<file path="src/rtl/rx100_pkg.sv">
package rx100_pkg;

  localparam int SYM_W = 5;
  localparam int NIB_W = 4;

  localparam logic [SYM_W-1:0] CG_J    = 5'b11000;
  localparam logic [SYM_W-1:0] CG_K    = 5'b10001;
  localparam logic [SYM_W-1:0] CG_T    = 5'b01101;
  localparam logic [SYM_W-1:0] CG_R    = 5'b00111;
  localparam logic [SYM_W-1:0] CG_IDLE = 5'b11111;

  localparam logic [NIB_W-1:0] NIB_PRE = 4'h5;
  localparam logic [NIB_W-1:0] NIB_BAD = 4'b1110;

  typedef enum logic [1:0] {
    ST_IDLE,
    ST_GOT_J,
    ST_FRAME,
    ST_GOT_T
  } rx_state_e;

  typedef enum logic [2:0] {
    CL_DATA,
    CL_J,
    CL_K,
    CL_T,
    CL_R,
    CL_IDLE,
    CL_BAD
  } sym_class_e;

  typedef struct packed {
    logic             dv;
    logic             crs;
    logic             er;
    logic [NIB_W-1:0] rxd;
  } mii_rx_t;

endpackage

</file>
<file path="src/rtl/rx100_sym_class.sv">
module rx100_sym_class
  import rx100_pkg::*;
(
  input  logic [SYM_W-1:0] sym_i,
  output sym_class_e       cls_o,
  output logic [NIB_W-1:0] nib_o
);

  always_comb begin
    cls_o = CL_DATA;
    nib_o = '0;
    unique case (sym_i)
      5'b11110: nib_o = 4'h0;
      5'b01001: nib_o = 4'h1;
      5'b10100: nib_o = 4'h2;
      5'b10101: nib_o = 4'h3;
      5'b01010: nib_o = 4'h4;
      5'b01011: nib_o = 4'h5;
      5'b01110: nib_o = 4'h6;
      5'b01111: nib_o = 4'h7;
      5'b10010: nib_o = 4'h8;
      5'b10011: nib_o = 4'h9;
      5'b10110: nib_o = 4'hA;
      5'b10111: nib_o = 4'hB;
      5'b11010: nib_o = 4'hC;
      5'b11011: nib_o = 4'hD;
      5'b11100: nib_o = 4'hE;
      5'b11101: nib_o = 4'hF;
      CG_J:     cls_o = CL_J;
      CG_K:     cls_o = CL_K;
      CG_T:     cls_o = CL_T;
      CG_R:     cls_o = CL_R;
      CG_IDLE:  cls_o = CL_IDLE;
      default:  cls_o = CL_BAD;
    endcase
  end

endmodule

</file>
<file path="src/rtl/rx100_frame_fsm.sv">
module rx100_frame_fsm
  import rx100_pkg::*;
(
  input  logic             clk,
  input  logic             rst,
  input  sym_class_e       cls_i,
  input  logic [NIB_W-1:0] nib_i,
  output mii_rx_t          mii_o
);

  rx_state_e state_q, state_d;

  always_comb begin
    state_d = state_q;
    mii_o   = '0;
    unique case (state_q)
      ST_IDLE: begin
        if (cls_i == CL_J) begin
          mii_o.dv  = 1'b1;
          mii_o.crs = 1'b1;
          mii_o.rxd = NIB_PRE;
          state_d   = ST_GOT_J;
        end
      end
      ST_GOT_J: begin
        if (cls_i == CL_K) begin
          mii_o.dv  = 1'b1;
          mii_o.crs = 1'b1;
          mii_o.rxd = NIB_PRE;
          state_d   = ST_FRAME;
        end else begin
          mii_o.er  = 1'b1;
          mii_o.rxd = NIB_BAD;
          state_d   = ST_IDLE;
        end
      end
      ST_FRAME: begin
        unique case (cls_i)
          CL_DATA: begin
            mii_o.dv  = 1'b1;
            mii_o.crs = 1'b1;
            mii_o.rxd = nib_i;
          end
          CL_T: begin
            mii_o.crs = 1'b1;
            state_d   = ST_GOT_T;
          end
          CL_IDLE: begin
            mii_o.er = 1'b1;
            state_d  = ST_IDLE;
          end
          default: begin
            mii_o.dv  = 1'b1;
            mii_o.crs = 1'b1;
            mii_o.er  = 1'b1;
            mii_o.rxd = NIB_BAD;
          end
        endcase
      end
      ST_GOT_T: begin
        state_d = ST_IDLE;
        if (cls_i != CL_R) begin
          mii_o.er  = 1'b1;
          mii_o.rxd = NIB_BAD;
        end
      end
      default: state_d = ST_IDLE;
    endcase
  end

  always_ff @(posedge clk) begin
    if (rst) state_q <= ST_IDLE;
    else     state_q <= state_d;
  end

endmodule

</file>
<file path="src/rtl/rx100_mii_oreg.sv">
module rx100_mii_oreg
  import rx100_pkg::*;
#(
  parameter bit FALL_EDGE = 1'b1
) (
  input  logic    clk,
  input  logic    rst,
  input  mii_rx_t d_i,
  output mii_rx_t q_o
);

  generate
    if (FALL_EDGE) begin : g_fall
      always_ff @(negedge clk) begin
        if (rst) q_o <= '0;
        else     q_o <= d_i;
      end
    end else begin : g_rise
      always_ff @(posedge clk) begin
        if (rst) q_o <= '0;
        else     q_o <= d_i;
      end
    end
  endgenerate

endmodule

</file>
<file path="src/rtl/rx100_sym_decoder.sv">
module rx100_sym_decoder
  import rx100_pkg::*;
#(
  parameter bit OUT_ON_FALL = 1'b1
) (
  input  logic             clk,
  input  logic             rst,
  input  logic [SYM_W-1:0] sym_i,
  output logic [NIB_W-1:0] rxd_o,
  output logic             rxdv_o,
  output logic             rxer_o,
  output logic             crs_o
);

  logic [SYM_W-1:0] sym_q;
  sym_class_e       cls;
  logic [NIB_W-1:0] nib;
  mii_rx_t          mii_d, mii_q;

  always_ff @(posedge clk) begin
    if (rst) sym_q <= CG_IDLE;
    else     sym_q <= sym_i;
  end

  rx100_sym_class u_class (
    .sym_i (sym_q),
    .cls_o (cls),
    .nib_o (nib)
  );

  rx100_frame_fsm u_fsm (
    .clk   (clk),
    .rst   (rst),
    .cls_i (cls),
    .nib_i (nib),
    .mii_o (mii_d)
  );

  rx100_mii_oreg #(.FALL_EDGE(OUT_ON_FALL)) u_oreg (
    .clk (clk),
    .rst (rst),
    .d_i (mii_d),
    .q_o (mii_q)
  );

  assign rxd_o  = mii_q.rxd;
  assign rxdv_o = mii_q.dv;
  assign rxer_o = mii_q.er;
  assign crs_o  = mii_q.crs;

endmodule

</file>
<file path="config.mk">
export PLATFORM = sky130hd
export DESIGN_NAME = rx100_sym_decoder
export DESIGN_NICKNAME = d
export VERILOG_FILES = /design/src/rtl/rx100_pkg.sv /design/src/rtl/rx100_sym_class.sv /design/src/rtl/rx100_frame_fsm.sv /design/src/rtl/rx100_mii_oreg.sv /design/src/rtl/rx100_sym_decoder.sv
export SDC_FILE = /design/constraint.sdc
export NUM_CORES = 1
export LEC_CHECK = 0
export ABC_AREA = 1
export BUFFER_PORTS_ARGS = -buffer_cell sky130_fd_sc_hd__buf_2
export CAP_MARGIN = 20
export CORE_MARGIN = 3
export CORE_UTILIZATION = 35
export CTS_CLUSTER_SIZE = 8
export DETAILED_ROUTE_END_ITERATION = 7
export GPL_ROUTABILITY_DRIVEN = 0
export PLACE_DENSITY = 0.61
export SKIP_LAST_GASP = 1
export SLEW_MARGIN = 30
export SYNTH_ARGS = -nofsm -noshare
export SYNTH_HDL_FRONTEND = slang
export SYNTH_SLANG_ARGS = --single-unit
</file>
<file path="constraint.sdc">
create_clock -name clk -period 1.7 [get_ports clk]
set_clock_uncertainty 0.2 [all_clocks]
set_input_delay 0.34 -clock clk [delete_from_list [all_inputs] [get_ports clk]]
set_output_delay 0.34 -clock clk [all_outputs]
set_load 0.01 [all_outputs]
</file>
# [Word-level counts from Yosys, hierarchy flattened]
# Cells that the tools add are included.
# W data, S select, Z words.
[op_classes] reduce_logical=6 n_eq_ne=31 mux=19
[ops] op="$eq A5 B5 Y1 const B" n=14
[ops] op="$pmux W4 S15" n=1
[ops] op="$eq A5 B4 Y1 const B" n=6
[ops] op="$pmux W3 S6" n=1
[ops] op="$pmux W4 S4" n=1
[ops] op="$reduce_or A16 Y1" n=1
[ops] op="$mux W2" n=4
[ops] op="$pmux W2 S4" n=1
[ops] op="$pmux W4 S2" n=1
[ops] op="$eq A3 B2 Y1 const B" n=2
[ops] op="$ne A3 B3 Y1 const B" n=2
[ops] op="$pmux W2 S3" n=1
[ops] op="$eq A5 B3 Y1 const B" n=1
[ops] op="$mux W5" n=1
[ops] op="$eq A2 B2 Y1 const B" n=2
[ops] op="$mux W1" n=4
[ops] op="$mux W4" n=1
[ops] op="$pmux W2 S2" n=1
[ops] op="$reduce_or A2 Y1" n=2
[ops] op="$eq A3 B1 Y1 const B" n=1
[ops] op="$eq A3 B3 Y1 const B" n=1
[ops] op="$logic_not A3 Y1" n=1
[ops] op="$mux W3" n=1
[ops] op="$pmux W1 S3" n=1
[ops] op="other kinds (4)" n=4
[word_totals] reg_bits=14

# [Logic depth before layout (Yosys ltp)]
# Gate-level depths: netlist of the first run.
[logic_depth] word_depth=7 depth_mapped=14 ltp_nobuf=13

# [By module]
# A second synthesis of the first run with hierarchy kept.
[hier_totals] cells_unflattened=152 area_unflattened_um2=952.2
[by_module_without_submodules] mod="rx100_sym_class" cells_per_inst=62 area_per_inst_um2=331.6 instances=1 seq_area_each_um2=0.0
[by_module_without_submodules] mod="rx100_frame_fsm" cells_per_inst=52 area_per_inst_um2=282.8 instances=1 seq_area_each_um2=40.0
[by_module_without_submodules] mod="rx100_mii_oreg" cells_per_inst=22 area_per_inst_um2=196.4 instances=1 seq_area_each_um2=140.1
[by_module_without_submodules] mod="rx100_sym_decoder" cells_per_inst=16 area_per_inst_um2=141.4 instances=1 seq_area_each_um2=100.1

==> flow_metrics.py, run 1 <==
metrics = {
    "status": {
        "status": "complete, but fails checks",
        "violations": "setup timing",
    },
    "clock_tree": {
        "cts_buffers": 3,
        "h-tree-depth": 1,
        "cts_buffer_depth": 2,
        "hold_buffers": 0,
        "insertion_delay_ns": 0.30,
        "clock-root-buffer": "clkbuf_4",
        "cts.clk_slew.worst_paths_ns": 0.09,
        "cts_tree": "done",
        "numClockSinks": 14,
    },
    "place": {
        "numPortBuffers": 13,
        "dp_cells": 233,
        "hpwl_um": 1977,
        "dpl_worst_slack_ns": -1.018,
    },
    "critical_path": {
        "crit_path_max_incr_delay_ns": 0.33,
        "end_kind": "flop",
        "critical_path_class": "reg2reg",
        "required_ns": 0.90,
        "start_kind": "flop",
        "critPathArrivalTime_ns": 1.81,
        "crit_chain": "buf_12, nand2_4, inv_2, nand2_1, nor2_2, nor2_2, nand2_1, nor2_1, nand3_2, nand2_4, nand2_1, nor2_1, nor2_1",
        "cpMaxStageDelayCell": "dfxtp_2",
        "crit_fanout": 5,
    },
    "sta": {
        "worst_slack_ns": -0.9148,
        "setup_viol": 14,
        "rsz0062_at_grt": "true",
        "hold_viol": 0,
        "relSlewSlack_pct": 74.74,
        "tightest_slew_ns": 0.3775,
        "setup_tns_ns": -8.785,
        "final_max_slew_viol_count": 0,
    },
    "run": {
        "drv_cap": 0,
    },
    "drt": {
        "viasPerCell": 5.127,
        "detail_route.iter0.violations": 50,
        "dr.pass1.iters": 4,
        "vias": 1287,
        "drt_wl_total_um": 3252,
        "routedWlPerCell_um": 12.96,
        "drc_errors": 0,
        "antenna_left": 0,
    },
    "cells_and_area": {
        "final_cells": 251,
        "nets": 229,
        "fillers": 211,
        "layout_common_cells": "nand2_1 (45), buf_4 (26), inv_1 (18)",
        "layout-drive-gt1-share_pct": 52.04,
        "area_growth_pct": 62.87,
        "final_common_cell": "nand2_1",
        "n_antenna_cell": 0,
    },
    "power": {
        "power_density_mw_per_mm2": 617.5,
        "p_leak_uw": 0.0009078,
        "ir_drop_v": 0.0007036,
    },
    "grt": {
        "antenna_found_initial": 0,
        "grt_pass1_vias": 1228,
        "gr-total-overflow": 0,
        "grtUsageTotal_pct": 18.48,
        "grt_first_pass_wirelength_um": 5037,
        "grt_max_degree": 20,
    },
    "floorplanning": {
        "num_rows": 18,
        "core_mm2": 0.002613,
        "die_w_um": 59.75,
        "start_util_pct": 38.70,
        "pin_count": 14,
        "die-area_mm2": 0.003569,
        "fp.dieH_um": 59.75,
    },
    "min_path": {
        "hold_class": "in2reg",
    },
    "synthesis": {
        "synth_cell_type_count": 23,
        "netlist_instances": 172,
        "ys_ff_latch": 14,
        "avgSynthCellArea_um2": 5.878,
        "syn_nets": 179,
        "yosysSeqAreaShare_pct": 27.72,
        "ys_warn_count": 0,
        "syn_area_mm2": 0.001011,
    },
}
## synthesized netlist by cell type
master	instances	share of area [%]
a21oi_1	6	3.0
buf_2	1	0.49
buf_4	3	2.2
buf_6	2	2.2
clkbuf_1	1	0.37
dfxtp_1	14	28
inv_1	16	5.9
inv_2	6	2.2
nand2_1	54	20
nand2_2	1	0.62
nand2_4	1	1.1
nand3_1	21	10
nand3b_1	1	0.74
nand4_1	2	1.2
nor2_1	24	8.9
nor2_2	3	1.9
nor2_4	2	2.2
nor3_2	1	0.99
nor3b_1	1	0.74
o21ai_0	3	1.5
o21ai_1	3	1.5
o221ai_1	1	0.87
or2_2	5	3.1
## critical path: cells and delay by family (launching register included)
kind,cells,cell delay [ns]
buf+inv,2,0.20
flops,1,0.33
simple gates,11,0.99
## sequential cells by signal, indices dropped and copies added, names as in the netlist
name           cells
sym_q              5
u_oreg.q_o         7
u_fsm.state_q      2
## power breakdown
group	internal, µW	total, µW	leakage (µW)	switching, µW
sequential	335	350	0.000117	14.6
combinational	109	243	0.000725	133
clock	260	424	0.0000652	164
total	705	1020	0.000908	312
## cell families after synthesis
family / synth area share [%]
compound gates: 6.806
buf+inv: 13.49
flops: 27.72
simple gates: 51.98
## stage by stage
step	total power, µW	util, %	hold WS, ns	cell area (µm²)
6_report	1017	63.03	0.02176	1647
5_1_grt	1069	63.03	0.01680	1647
4_1_cts	977.8	58.05	0.02370	1516
3_5_place_dp	568.6	50.00	0.3244	1306
3_3_place_gp	567.1	50.00	0.3221	1306
2_1_floorplan	508.0	-	0.2438	1056
## layer usage
| layer | GRT usage [%] | wire [µm] | vias up |
|---|---|---|---|
| met5 | 0 | 0 | - |
| met1 | 22.03 | 1329 | 596 |
| met2 | 31.64 | 1698 | 42 |
| li1 | - | - | 636 |
| met3 | 3.240 | 127 | 13 |
| met4 | 8.861 | 96 | 0 |
## what timing repair did
| action | in CTS | in global routing |
|---|---|---|
| hold endpoints to repair | 0 | 0 |
| buffers inserted | 5 | 4 |
| pin swaps | 15 | 14 |
| setup endpoints to repair | 15 | 15 |
| gates resized for setup | 28 | 28 |
## layout make-up
type,count,area [µm²],area share (%)
multi-input cells,129,750.7,45.59
clock inverters,8,56.30,3.419
clock buffers,3,22.52,1.368
flip-flops and latches,14,301.5,18.31
well taps,30,37.54,2.280
inverters,21,83.83,5.091
repair buffers,46,394.1,23.94
## worst paths after layout
path | startpoint | end | slack (ns) | depth (start not counted)
hold / removal | sym_i[0] | sym_q[0] | 0.02 | 2
setup reg to reg | sym_q[2] | u_oreg.q_o[1] | -0.91 | 13
hold reg to reg | u_fsm.state_q[1] | u_fsm.state_q[0] | 0.46 | 3
setup / recovery | sym_q[2] | u_oreg.q_o[1] | -0.91 | 13
(Power assumes the default switching activity.)
==> run 2, diff against run 1 <==
Settings changed: ABC_AREA 1 to not set, MAX_ROUTING_LAYER set to met4, PLACE_DENSITY 0.61 to 0.63.
==> run 2 against run 1 <==
The flow still finishes with violations (setup timing). Critical path depth fell by 9. Final area decreased by 30%. Routed wire length decreased by 38%. Register-to-register slack improved by 0.38 ns. Via count fell by 42%. Utilization grew 2.3 points. Cell count down 42%. Largest power group is now registers.
==> flow_metrics.py, run 2 <==
metrics = {
    "status": {
        "status": "complete, but fails checks",
        "violations": "setup timing",
    },
    "cells_and_area": {
        "n_antenna_cell": 0,
        "final_common_cell": "buf_4",
        "regMostFlops": "u_oreg.q_o",
        "reg_top3": "u_oreg.q_o x7, sym_q x5, u_fsm.state_q x2",
        "nets": 128,
        "fillers": 146,
        "area_growth_pct": 73.12,
        "largest_reg_flops": 7,
        "layout_common_cells": "buf_4 (22), inv_1 (11), buf_6 (9)",
        "layout-drive-gt1-share_pct": 65.83,
    },
    "clock_tree": {
        "clock-root-buffer": "clkbuf_4",
        "insertion_delay_ns": 0.28,
        "cts.clk_slew.worst_paths_ns": 0.08,
        "cts_buffers": 3,
        "cts_buffer_depth": 2,
        "cts_tree": "done",
        "numClockSinks": 14,
        "h-tree-depth": 1,
        "hold_buffers": 0,
    },
    "floorplanning": {
        "die-area_mm2": 0.002461,
        "fp.dieH_um": 49.61,
        "core_mm2": 0.001764,
        "num_rows": 15,
        "start_util_pct": 37.73,
        "die_w_um": 49.61,
        "pin_count": 14,
    },
    "synthesis": {
        "synth_top_family_by_area": "compound AO/OA/AOI/OAI gates",
        "yosys-top-cells-count": "dfxtp_1 (14), a21oi_1 (7), or2_2 (6), inv_1 (5), nand2_1 (5)",
        "synth_edf_count": 0,
        "avgSynthCellArea_um2": 8.645,
        "syn_nets": 84,
        "synthFlopType": "dfxtp_1",
        "synth_area_leaders": "dfxtp_1 (42%), or2_2 (5.6%), a21oi_1 (5.3%)",
        "ys_warn_count": 0,
        "yosysSeqAreaShare_pct": 42.11,
        "syn_area_um2": 665.6,
        "yosysTopAreaCell": "dfxtp_1",
        "ys_ff_latch": 14,
        "synth.area.mux_share_pct": 0,
        "netlist_instances": 77,
        "synth_top_area_share_pct": 42.11,
        "yosys.area_share.simple_pct": 23.12,
        "synth_fa_ha_area_share_pct": 3.195,
        "synth_compound_area_share_pct": 23.50,
        "synth.most_common_cell": "dfxtp_1",
        "async_flop_share_pct": 0,
        "synth_cell_type_count": 32,
        "synthXorXnorAreaFrac_pct": 1.316,
    },
    "grt": {
        "busiest_layer": "met2",
        "antenna_found_initial": 0,
        "gr-total-overflow": 0,
        "grtUsageMet2_pct": 26.43,
        "gr-usage-met3_pct": 6.647,
        "grt_max_degree": 10,
        "grtUsageTotal_pct": 15.81,
        "grt_pass1_vias": 724,
        "met1_usage_pct": 16.45,
        "grt_first_pass_wirelength_um": 2925,
    },
    "drt": {
        "vias": 748,
        "viasPerCell": 5.159,
        "detail_route.iter0.violations": 10,
        "drt_wl_total_um": 2012,
        "routedWlPerCell_um": 13.88,
        "antenna_left": 0,
        "drc_errors": 0,
        "dr.pass1.iters": 4,
    },
    "run": {
        "drv_cap": 0,
    },
    "critical_path": {
        "rr_startpoint": "sym_q[1]",
        "critical_path_class": "reg2reg",
        "critPathArrivalTime_ns": 1.45,
        "reg2regPathDepth": 4,
        "required_ns": 0.91,
        "end_kind": "flop",
        "r2r-end": "u_oreg.q_o[0]",
        "crit_fanout": 7,
        "r2r_slack_ns": -0.54,
        "start_kind": "flop",
    },
    "sta": {
        "worst_slack_ns": -0.5381,
        "tightest_slew_ns": 0.3152,
        "relSlewSlack_pct": 78.90,
        "setup_viol": 14,
        "final_max_slew_viol_count": 0,
        "holdWs_ns": 0.03008,
        "rsz0062_at_grt": "true",
        "hold_viol": 0,
    },
    "min_path": {
        "hold_end": "sym_q[1]",
        "min_path_cells": 2,
        "hp-start": "sym_i[1]",
        "hold_class": "in2reg",
    },
    "place": {
        "numPortBuffers": 13,
        "dpl_worst_slack_ns": -0.6116,
        "hpwl_um": 1164,
    },
    "power": {
        "power_density_mw_per_mm2": 611.9,
        "p_leak_uw": 0.0005390,
        "ir_drop_v": 0.0004491,
    },
}
run 2: changes by cell type after synthesis, sizes merged, moves of 3 or more:
| cell | delta |
|---|---|
| nand2 | -51 |
| nor2 | -27 |
| nand3 | -20 |
| inv | -16 |
| a31oi | +3 |
| buf | -3 |
run 2: cells by family (layout without fill, tap and decap cells):
| family | Yosys count | after routing |
|---|---|---|
| AOI/OAI and AO/OA | 24 | 24 |
| xor gates and xnor gates | 1 | 1 |
| adders and majority gates | 2 | 2 |
| buffers and inverters | 11 | 54 |
| DFF | 14 | 14 |
| and+or+nand+nor | 25 | 25 |
run 2: layout make-up:
type	count	area, µm²	area share [%]
Inverter	5	18.77	1.629
Clock inverter	8	30.03	2.606
Timing Repair Buffer	38	301.5	26.17
Clock buffer	3	22.52	1.954
Tap cell	25	31.28	2.714
Multi-Input combinational cell	52	441.7	38.33
Sequential cell	14	306.5	26.60
run 2: routing by layer:
metal	vias up	routed length [µm]	share of wire, %
met5	-	0	0
met2	26	1124	56
met3	6	113	5.6
met1	355	724	36
li1	361	-	-
met4	0	50	2.5
run 2: worst max path at each step:
stage	depth (start not counted)	slack [ns]	start	end
floorplan	4	-0.47	sym_q[4]	u_oreg.q_o[1]
global placement	3	-0.58	sym_q[4]	u_oreg.q_o[2]
detailed placement	3	-0.61	sym_q[4]	u_oreg.q_o[2]
CTS	4	-0.52	sym_q[3]	u_oreg.q_o[2]
global route	4	-0.59	sym_q[1]	u_oreg.q_o[0]
finish	4	-0.54	sym_q[1]	u_oreg.q_o[0]
run 2: report_power, final:
group | internal (µW) | switching [µW]
clock | 107 | 144
combinational | 58.0 | 44.8
sequential | 333 | 17.8
total | 498 | 207
run 2: critical path: stages, from the launching register on:
cell,delay [ns]
dfxtp_4,0.39
nor4b_4,0.38
buf_4,0.19
nand2_4,0.06
a21oi_1,0.14
run 2: repair_timing:
action | CTS | global route
setup endpoints to repair | 14 | 14
gates cloned | 0 | 0
pin swaps | 9 | 7
resized for setup | 17 | 18
buffers inserted | 3 | 5
run 2: through the flow:
stage          instance area (µm²)  TNS [ns]  power, µW  utilization [%]  instances
2_1_floorplan                719.4    -2.979      430.7                -         77
3_3_place_gp                 900.9    -4.313      457.2            51.06        127
3_5_place_dp                 900.9    -4.579      458.4            51.06        127
4_1_cts                       1040    -6.323      684.1            58.94        140
5_1_grt                       1152    -7.423      758.3            65.32        145
6_report                      1152    -6.699      705.2            65.32        145
